### src/rtl/bankreg_pkg.sv
package bankreg_pkg;
  localparam int MODE_W = 5;
  localparam int KIND_W = 3;
  localparam int NLO    = 8;
  localparam int NHI    = 5;
  localparam int NREG   = NLO + NHI + 3;
  localparam int IDX_W  = $clog2(NREG);
  localparam int SP_IDX = NLO + NHI;
  localparam int LR_IDX = SP_IDX + 1;
  localparam int PC_IDX = SP_IDX + 2;
  localparam int NBANK  = 6;
  localparam int BANK_W = $clog2(NBANK);
  localparam int FIQ_BANK = 5;
  localparam int A_BIT  = 8;
  localparam int I_BIT  = 7;
  localparam int F_BIT  = 6;

  typedef enum logic [MODE_W-1:0] {
    M_USR = 5'h10, M_FIQ = 5'h11, M_IRQ = 5'h12, M_SVC = 5'h13,
    M_ABT = 5'h17, M_UND = 5'h1B, M_SYS = 5'h1F
  } mode_e;

  typedef enum logic [KIND_W-1:0] {
    X_UND = 3'd0, X_SVC = 3'd1, X_PABT = 3'd2,
    X_DABT = 3'd3, X_IRQ = 3'd4, X_FIQ = 3'd5
  } kind_e;

  function automatic logic mode_legal(input logic [MODE_W-1:0] m);
    case (m)
      M_USR, M_FIQ, M_IRQ, M_SVC, M_ABT, M_UND, M_SYS: mode_legal = 1'b1;
      default: mode_legal = 1'b0;
    endcase
  endfunction
endpackage

### src/rtl/bankreg_mode_dec.sv
module bankreg_mode_dec
  import bankreg_pkg::*;
(
  input  logic [MODE_W-1:0] mode_i,
  output logic [BANK_W-1:0] bank_o
);
  always_comb begin
    case (mode_i)
      M_SVC:   bank_o = BANK_W'(1);
      M_ABT:   bank_o = BANK_W'(2);
      M_UND:   bank_o = BANK_W'(3);
      M_IRQ:   bank_o = BANK_W'(4);
      M_FIQ:   bank_o = BANK_W'(FIQ_BANK);
      default: bank_o = '0;
    endcase
  end
endmodule

### src/rtl/bankreg_exc_map.sv
module bankreg_exc_map
  import bankreg_pkg::*;
#(
  parameter int DW = 32
) (
  input  logic [KIND_W-1:0] kind_i,
  output logic              ok_o,
  output logic [MODE_W-1:0] mode_o,
  output logic [DW-1:0]     mask_o,
  output logic [DW-1:0]     link_off_o,
  output logic [DW-1:0]     vec_off_o
);
  localparam logic [DW-1:0] MA = DW'(1) << A_BIT;
  localparam logic [DW-1:0] MI = DW'(1) << I_BIT;
  localparam logic [DW-1:0] MF = DW'(1) << F_BIT;

  always_comb begin
    ok_o       = 1'b1;
    mode_o     = M_SVC;
    mask_o     = '0;
    link_off_o = '0;
    vec_off_o  = '0;
    case (kind_i)
      X_UND:  begin mode_o = M_UND; mask_o = MI;           vec_off_o = DW'(8'h04); end
      X_SVC:  begin mode_o = M_SVC; mask_o = MI;           vec_off_o = DW'(8'h08); end
      X_PABT: begin mode_o = M_ABT; mask_o = MA | MI;      vec_off_o = DW'(8'h0C); link_off_o = DW'(4); end
      X_DABT: begin mode_o = M_ABT; mask_o = MA | MI;      vec_off_o = DW'(8'h10); link_off_o = DW'(8); end
      X_IRQ:  begin mode_o = M_IRQ; mask_o = MA | MI;      vec_off_o = DW'(8'h18); link_off_o = DW'(4); end
      X_FIQ:  begin mode_o = M_FIQ; mask_o = MA | MI | MF; vec_off_o = DW'(8'h1C); link_off_o = DW'(4); end
      default: ok_o = 1'b0;
    endcase
  end
endmodule

### src/rtl/bankreg_store.sv
module bankreg_store
  import bankreg_pkg::*;
#(
  parameter int DW = 32
) (
  input  logic              clk,
  input  logic              rst,
  input  logic [BANK_W-1:0] cur_bank,
  input  logic [IDX_W-1:0]  rd_a_idx,
  input  logic [IDX_W-1:0]  rd_b_idx,
  output logic [DW-1:0]     rd_a_val,
  output logic [DW-1:0]     rd_b_val,
  input  logic              wr_en,
  input  logic [IDX_W-1:0]  wr_idx,
  input  logic [DW-1:0]     wr_data,
  input  logic              exc_we,
  input  logic [BANK_W-1:0] exc_bank,
  input  logic [DW-1:0]     exc_link,
  input  logic [DW-1:0]     exc_spsr,
  input  logic [DW-1:0]     exc_pc,
  input  logic [BANK_W-1:0] dbg_bank,
  input  logic [1:0]        dbg_sel,
  output logic [DW-1:0]     dbg_val,
  output logic [DW-1:0]     pc_val
);
  logic [DW-1:0] lo_q     [NLO];
  logic [DW-1:0] usr_hi_q [NHI];
  logic [DW-1:0] fiq_hi_q [NHI];
  logic [DW-1:0] sp_q     [NBANK];
  logic [DW-1:0] lr_q     [NBANK];
  logic [DW-1:0] spsr_q   [NBANK];
  logic [DW-1:0] pc_q;
  logic [DW-1:0] view     [NREG];
  logic          in_fiq;

  assign in_fiq = (cur_bank == BANK_W'(FIQ_BANK));
  assign pc_val = pc_q;

  // Shared low registers and the swapped high group
  always_ff @(posedge clk) begin
    if (rst) begin
      for (int i = 0; i < NLO; i++) lo_q[i] <= '0;
      for (int i = 0; i < NHI; i++) begin
        usr_hi_q[i] <= '0;
        fiq_hi_q[i] <= '0;
      end
    end else if (wr_en) begin
      for (int i = 0; i < NLO; i++)
        if (wr_idx == IDX_W'(i)) lo_q[i] <= wr_data;
      for (int i = 0; i < NHI; i++)
        if (wr_idx == IDX_W'(NLO + i)) begin
          if (in_fiq) fiq_hi_q[i] <= wr_data;
          else        usr_hi_q[i] <= wr_data;
        end
    end
  end

  // Per-mode slots and the program counter
  always_ff @(posedge clk) begin
    if (rst) begin
      for (int b = 0; b < NBANK; b++) begin
        sp_q[b]   <= '0;
        lr_q[b]   <= '0;
        spsr_q[b] <= '0;
      end
      pc_q <= '0;
    end else if (exc_we) begin
      lr_q[exc_bank]   <= exc_link;
      spsr_q[exc_bank] <= exc_spsr;
      pc_q             <= exc_pc;
    end else if (wr_en) begin
      if (wr_idx == IDX_W'(SP_IDX)) sp_q[cur_bank] <= wr_data;
      if (wr_idx == IDX_W'(LR_IDX)) lr_q[cur_bank] <= wr_data;
      if (wr_idx == IDX_W'(PC_IDX)) pc_q <= wr_data;
    end
  end

  always_comb begin
    for (int i = 0; i < NLO; i++) view[i] = lo_q[i];
    for (int i = 0; i < NHI; i++) view[NLO + i] = in_fiq ? fiq_hi_q[i] : usr_hi_q[i];
    view[SP_IDX] = sp_q[cur_bank];
    view[LR_IDX] = lr_q[cur_bank];
    view[PC_IDX] = pc_q;
  end

  assign rd_a_val = view[rd_a_idx];
  assign rd_b_val = view[rd_b_idx];

  always_comb begin
    dbg_val = '0;
    if (dbg_bank < BANK_W'(NBANK)) begin
      case (dbg_sel)
        2'd0:    dbg_val = sp_q[dbg_bank];
        2'd1:    dbg_val = lr_q[dbg_bank];
        2'd2:    dbg_val = spsr_q[dbg_bank];
        default: dbg_val = '0;
      endcase
    end
  end
endmodule

### src/rtl/bankreg_top.sv
module bankreg_top
  import bankreg_pkg::*;
#(
  parameter int DW = 32,
  parameter logic [DW-1:0] HIVEC_BASE = 'hFFFF_0000
) (
  input  logic                 clk,
  input  logic                 rst,
  input  logic [IDX_W-1:0]     rd_a_idx,
  output logic [DW-1:0]        rd_a_data,
  input  logic [IDX_W-1:0]     rd_b_idx,
  output logic [DW-1:0]        rd_b_data,
  input  logic                 wr_en,
  input  logic [IDX_W-1:0]     wr_idx,
  input  logic [DW-1:0]        wr_data,
  input  logic                 st_wr_en,
  input  logic [DW-MODE_W-1:0] st_wr_data,
  input  logic                 mode_req,
  input  logic [MODE_W-1:0]    mode_tgt,
  input  logic                 exc_req,
  input  logic [KIND_W-1:0]    exc_kind,
  input  logic                 hivec,
  input  logic [BANK_W-1:0]    dbg_bank,
  input  logic [1:0]           dbg_sel,
  output logic [DW-1:0]        dbg_data,
  output logic [DW-1:0]        status_o,
  output logic [DW-1:0]        link_o,
  output logic [DW-1:0]        vec_o,
  output logic                 mode_err_o
);
  localparam logic [DW-1:0] RST_ST = (DW'(1) << A_BIT) | (DW'(1) << I_BIT) |
                                     (DW'(1) << F_BIT) | DW'(M_SVC);

  logic [DW-1:0]     st_q;
  logic [BANK_W-1:0] cur_bank, exc_bank;
  logic              exc_ok, exc_go, tgt_ok;
  logic [MODE_W-1:0] exc_mode;
  logic [DW-1:0]     exc_mask, link_off, vec_off, pc_val, link_n, vec_n;
  logic [DW-1:0]     rd_a_val, rd_b_val, dbg_val;

  bankreg_mode_dec u_cur (.mode_i(st_q[MODE_W-1:0]), .bank_o(cur_bank));
  bankreg_mode_dec u_new (.mode_i(exc_mode), .bank_o(exc_bank));

  bankreg_exc_map #(.DW(DW)) u_map (
    .kind_i(exc_kind), .ok_o(exc_ok), .mode_o(exc_mode),
    .mask_o(exc_mask), .link_off_o(link_off), .vec_off_o(vec_off)
  );

  assign tgt_ok = mode_legal(mode_tgt);
  assign exc_go = exc_req && exc_ok;
  assign link_n = pc_val + link_off;
  assign vec_n  = (hivec ? HIVEC_BASE : '0) + vec_off;

  bankreg_store #(.DW(DW)) u_store (
    .clk(clk), .rst(rst), .cur_bank(cur_bank),
    .rd_a_idx(rd_a_idx), .rd_b_idx(rd_b_idx),
    .rd_a_val(rd_a_val), .rd_b_val(rd_b_val),
    .wr_en(wr_en && !exc_req), .wr_idx(wr_idx), .wr_data(wr_data),
    .exc_we(exc_go), .exc_bank(exc_bank), .exc_link(link_n),
    .exc_spsr(st_q), .exc_pc(vec_n),
    .dbg_bank(dbg_bank), .dbg_sel(dbg_sel), .dbg_val(dbg_val),
    .pc_val(pc_val)
  );

  always_ff @(posedge clk) begin
    if (rst) begin
      st_q       <= RST_ST;
      link_o     <= '0;
      vec_o      <= '0;
      mode_err_o <= 1'b0;
    end else begin
      mode_err_o <= exc_req ? !exc_ok : (mode_req && !tgt_ok);
      if (exc_req) begin
        if (exc_ok) begin
          st_q   <= {st_q[DW-1:MODE_W], exc_mode} | exc_mask;
          link_o <= link_n;
          vec_o  <= vec_n;
        end
      end else begin
        if (st_wr_en) st_q[DW-1:MODE_W] <= st_wr_data;
        if (mode_req && tgt_ok) st_q[MODE_W-1:0] <= mode_tgt;
      end
    end
  end

  always_ff @(posedge clk) begin
    if (rst) begin
      rd_a_data <= '0;
      rd_b_data <= '0;
      dbg_data  <= '0;
    end else begin
      rd_a_data <= rd_a_val;
      rd_b_data <= rd_b_val;
      dbg_data  <= dbg_val;
    end
  end

  assign status_o = st_q;
endmodule

### config.mk
export PLATFORM = sky130hd
export DESIGN_NAME = bankreg_top
export DESIGN_NICKNAME = d
export VERILOG_FILES = /design/src/rtl/bankreg_pkg.sv /design/src/rtl/bankreg_mode_dec.sv /design/src/rtl/bankreg_exc_map.sv /design/src/rtl/bankreg_store.sv /design/src/rtl/bankreg_top.sv
export SDC_FILE = /design/constraint.sdc
export NUM_CORES = 2
export LEC_CHECK = 0
export BUFFER_PORTS_ARGS = -buffer_cell sky130_fd_sc_hd__buf_2
export CORE_ASPECT_RATIO = 0.7
export CORE_MARGIN = 8
export CORE_UTILIZATION = 60
export CTS_CLUSTER_DIAMETER = 200
export DETAILED_ROUTE_END_ITERATION = 16
export PLACE_DENSITY = 0.78
export SKIP_LAST_GASP = 1
export SYNTH_ARGS = -nofsm -noshare
export SYNTH_HDL_FRONTEND = slang
export SYNTH_SLANG_ARGS = --single-unit
### constraint.sdc
create_clock -name clk -period 8.3 [get_ports clk]
set_clock_uncertainty 0.05 [all_clocks]
set_input_delay 1.245 -clock clk [delete_from_list [all_inputs] [get_ports clk]]
set_output_delay 1.245 -clock clk [all_outputs]
set_load 0.005 [all_outputs]
==> impl_metrics.env <==
export IMPL_p_switching_mw=4.67
export IMPL_violations="capacitance limit, slew limit"
export IMPL_grt_pass1_vias=52300
export IMPL_seq_area_frac_synth=0.607
export IMPL_ctsResizeCount=0
export IMPL_final_util=0.669
export IMPL_h_tree_depth=4
export IMPL_drive_gt1_frac=0.213
export IMPL_maxSlewViolCount=6
export IMPL_power_density_nw_per_um2=222
export IMPL_max_slew_worst_pin_slew_ns=1.54
export IMPL_rsz0062_at_grt="no"
export IMPL_max_freq_ghz=0.197
export IMPL_synthesis_area_um2=73000
export IMPL_drv_cap=1
export IMPL_crit_type="primary input to flip-flop"
export IMPL_worstRegToRegCells=9
export IMPL_portBuffers=270
export IMPL_wl_met2_um=104000
export IMPL_critPathMaxFanout=33
export IMPL_die_w_um=433
export IMPL_routed_top_layer="met4"
export IMPL_min_period_over_period=0.610
export IMPL_num_vias=53400
export IMPL_ys_dominant_reg_cell="edfxtp_1"
export IMPL_drc=0
export IMPL_die_area_um2=133000
export IMPL_synth_area_leaders="edfxtp_1 55%, mux4_2 13%, dfxtp_1 5.4%"
export IMPL_cts_tree="built"
export IMPL_ant_nets=0
export IMPL_instances_no_fill=7518
export IMPL_slew_headroom=-0.0329
export IMPL_grt_max_degree=119
export IMPL_path_clk_slew_ns=0.06
export IMPL_cp_end_kind="flip-flop"
export IMPL_cp_arrival_ns=5.51
export IMPL_synth_compound_area_frac=0.0959
export IMPL_syn_area_per_cell_um2=13.3
export IMPL_place_congestion=0.951
export IMPL_start_util=0.603
export IMPL_setup_tns_ns=0
export IMPL_p_int_mw=13.3
export IMPL_grt_use_total=0.361
export IMPL_synth_simple_area_share=0.107
export IMPL_min_path_type="flip-flop to flip-flop"
export IMPL_ys_ff_latch=1541
export IMPL_min_period_ns=5.06
export IMPL_placed_cells=7242
export IMPL_ys_types=86
export IMPL_antenna_found_initial=12
export IMPL_pwr_share_seq=0.502
export IMPL_area_delta_synth_final_pct=11.1
export IMPL_vias_per_cell=7.11
export IMPL_switching_share=0.260
export IMPL_ios=284
export IMPL_synth_top_family_by_area="multiplexers"
export IMPL_status="complete, but fails checks"
export IMPL_ys_warn_count=0
export IMPL_setup_violations=0
export IMPL_hold_depth=1
export IMPL_wl_per_cell_um=32.7
export IMPL_first_pass_iters=9
export IMPL_drt_total_wl_um=245000
export IMPL_grt_pass1_wl_um=352000
export IMPL_synth_edf_count=1344
export IMPL_yosys_area_share_xor_xnor=0.00288
export IMPL_required_ns=8.75
export IMPL_synth_top_area_cell="edfxtp_1"
export IMPL_ctsHoldBuffers=0
export IMPL_start_kind="primary input"
export IMPL_num_rows=107
export IMPL_core_area_um2=121000
export IMPL_clk_latency_ns=0.80
export IMPL_final_common_cell="edfxtp_1"
export IMPL_async_reset_ff_frac=0
export IMPL_final_nets=5846
export IMPL_synth_top_cell_area_share=0.553
export IMPL_root_buffer="clkbuf_16"
export IMPL_die_h_um=308
export IMPL_leakage_nw=29.3
export IMPL_ir_worst_vdd_mv=0.236
export IMPL_drtIter0Drc=9940
export IMPL_synthAdderAreaFrac=0.000617
export IMPL_hold_viol_final=0
export IMPL_grt_overflow_total=0
export IMPL_p_comb_frac=0.126
export IMPL_synthCells=5494
export IMPL_wl_met1_um=79300
export IMPL_wl_met3_um=40900
export IMPL_muxShareOfSynthArea=0.149
export IMPL_final_cell_mix="1344 x edfxtp_1, 739 x nor2_1, 526 x nand2_1, 419 x mux4_2, 281 x a21oi_1"
export IMPL_whs_ns=0.409
export IMPL_dpl_hpwl_um=152000
export IMPL_post_cts_buffers=0
export IMPL_clk_path_buf_depth=3
export IMPL_cts_buffers=143
export IMPL_p_clk_frac=0.372
export IMPL_cts_sinks=1541
[final timing paths]
path / start / end / slack [ns]
worst max-delay path: exc_req / u_store.lr_q[2][29]$_SDFFCE_PN0P_ / 3.24
worst min-delay path: link_o[18]$_SDFFE_PP0P_ / link_o[18]$_SDFFE_PP0P_ / 0.41
worst max register to register: status_o[3]$_SDFFE_PP0P_ / u_store.lr_q[2][29]$_SDFFCE_PN0P_ / 3.80
worst min register to register: link_o[18]$_SDFFE_PP0P_ / link_o[18]$_SDFFE_PP0P_ / 0.41
[sequential cells by signal (all words and copies together), names as in the netlist]
name / cells
dbg_data: 32
link_o: 32
mode_err_o: 1
rd_a_data: 32
rd_b_data: 32
status_o: 32
u_store.fiq_hi_q: 160
u_store.lo_q: 256
u_store.lr_q: 256
u_store.pc_val: 32
u_store.sp_q: 256
u_store.spsr_q: 256
u_store.usr_hi_q: 160
vec_o: 4
[metal layers]
layer | vias up | track usage
met3 | 1124 | 0.112
met4 | 0 | 0.247
met2 | 5382 | 0.519
met1 | 25800 | 0.471
met5 | - | 0
li1 | 21200 | -
[cells by family (layout without fill, tap and decap cells)]
kind of cell / Yosys count / count (layout)
AND/OR/NAND/NOR: 1765 / 1765
AO/OA/AOI/OAI: 974 / 974
flip-flops: 1541 / 1541
multiplexers: 552 / 552
other: 1 / 247
adder cells (fa/ha/maj): 3 / 3
buffers and inverters: 634 / 777
XOR/XNOR: 24 / 24
[cell usage after synthesis, types with 30 or more instances]
library cell and number:
o21ai_0 104, nor2_1 751, nor3_1 72, a311oi_1 30
o31ai_1 34, o21a_1 34, buf_2 127, clkbuf_1 323
edfxtp_1 1344, nand2_1 542, o32ai_1 30, dfxtp_1 197
nor2b_1 74, mux2i_1 36, nand4_1 39, nand3_1 52
a22oi_1 67, buf_4 41, a211oi_1 105, inv_1 109
and2_1 164, o221ai_1 32, o41ai_2 30, a211o_1 31
a21oi_1 283, o32a_1 31, o311a_1 60, mux2_2 97
mux4_2 419
[worst max-delay path, stage by stage]
cell and delay (ns):
buf_2 0.39, a21boi_4 0.85, or2_1 0.82, or2_1 0.24, o22ai_1 0.14, nand2_1 0.11, buf_4 0.45, nand2_1 0.71
buf_4 0.50
[through the flow]
step                      total power [mW]  worst slack, ns  area [µm²]
final                                 18.0             3.24       81100
after global placement                11.3             2.70       76400
after floorplan                       10.5             2.78       73900
after detailed placement              11.3             2.66       76400
after CTS                             17.9             3.48       81100
after global routing                  18.4             3.16       81100
[power groups by stage]
stage          Clock, mW  Sequential (mW)  Combinational, mW
6_report            6.68             9.03               2.26
2_1_floorplan          0             9.09               1.38
5_1_grt             6.97             9.06               2.33
3_3_place_gp           0             9.15               2.12
4_1_cts             6.67             9.02               2.18
3_5_place_dp           0             9.18               2.16
[area by class of cell]
type,count,area (µm²)
Tap cell,1635,2050
Timing Repair Buffer,400,2400
Sequential cell,1541,44300
Fill cell,8292,40100
Multi-Input combinational cell,3555,27200
Antenna cell,10,25.0
Inverter,111,418
Clock inverter,67,627
Clock buffer,199,4080
(Power assumes the default switching activity.)
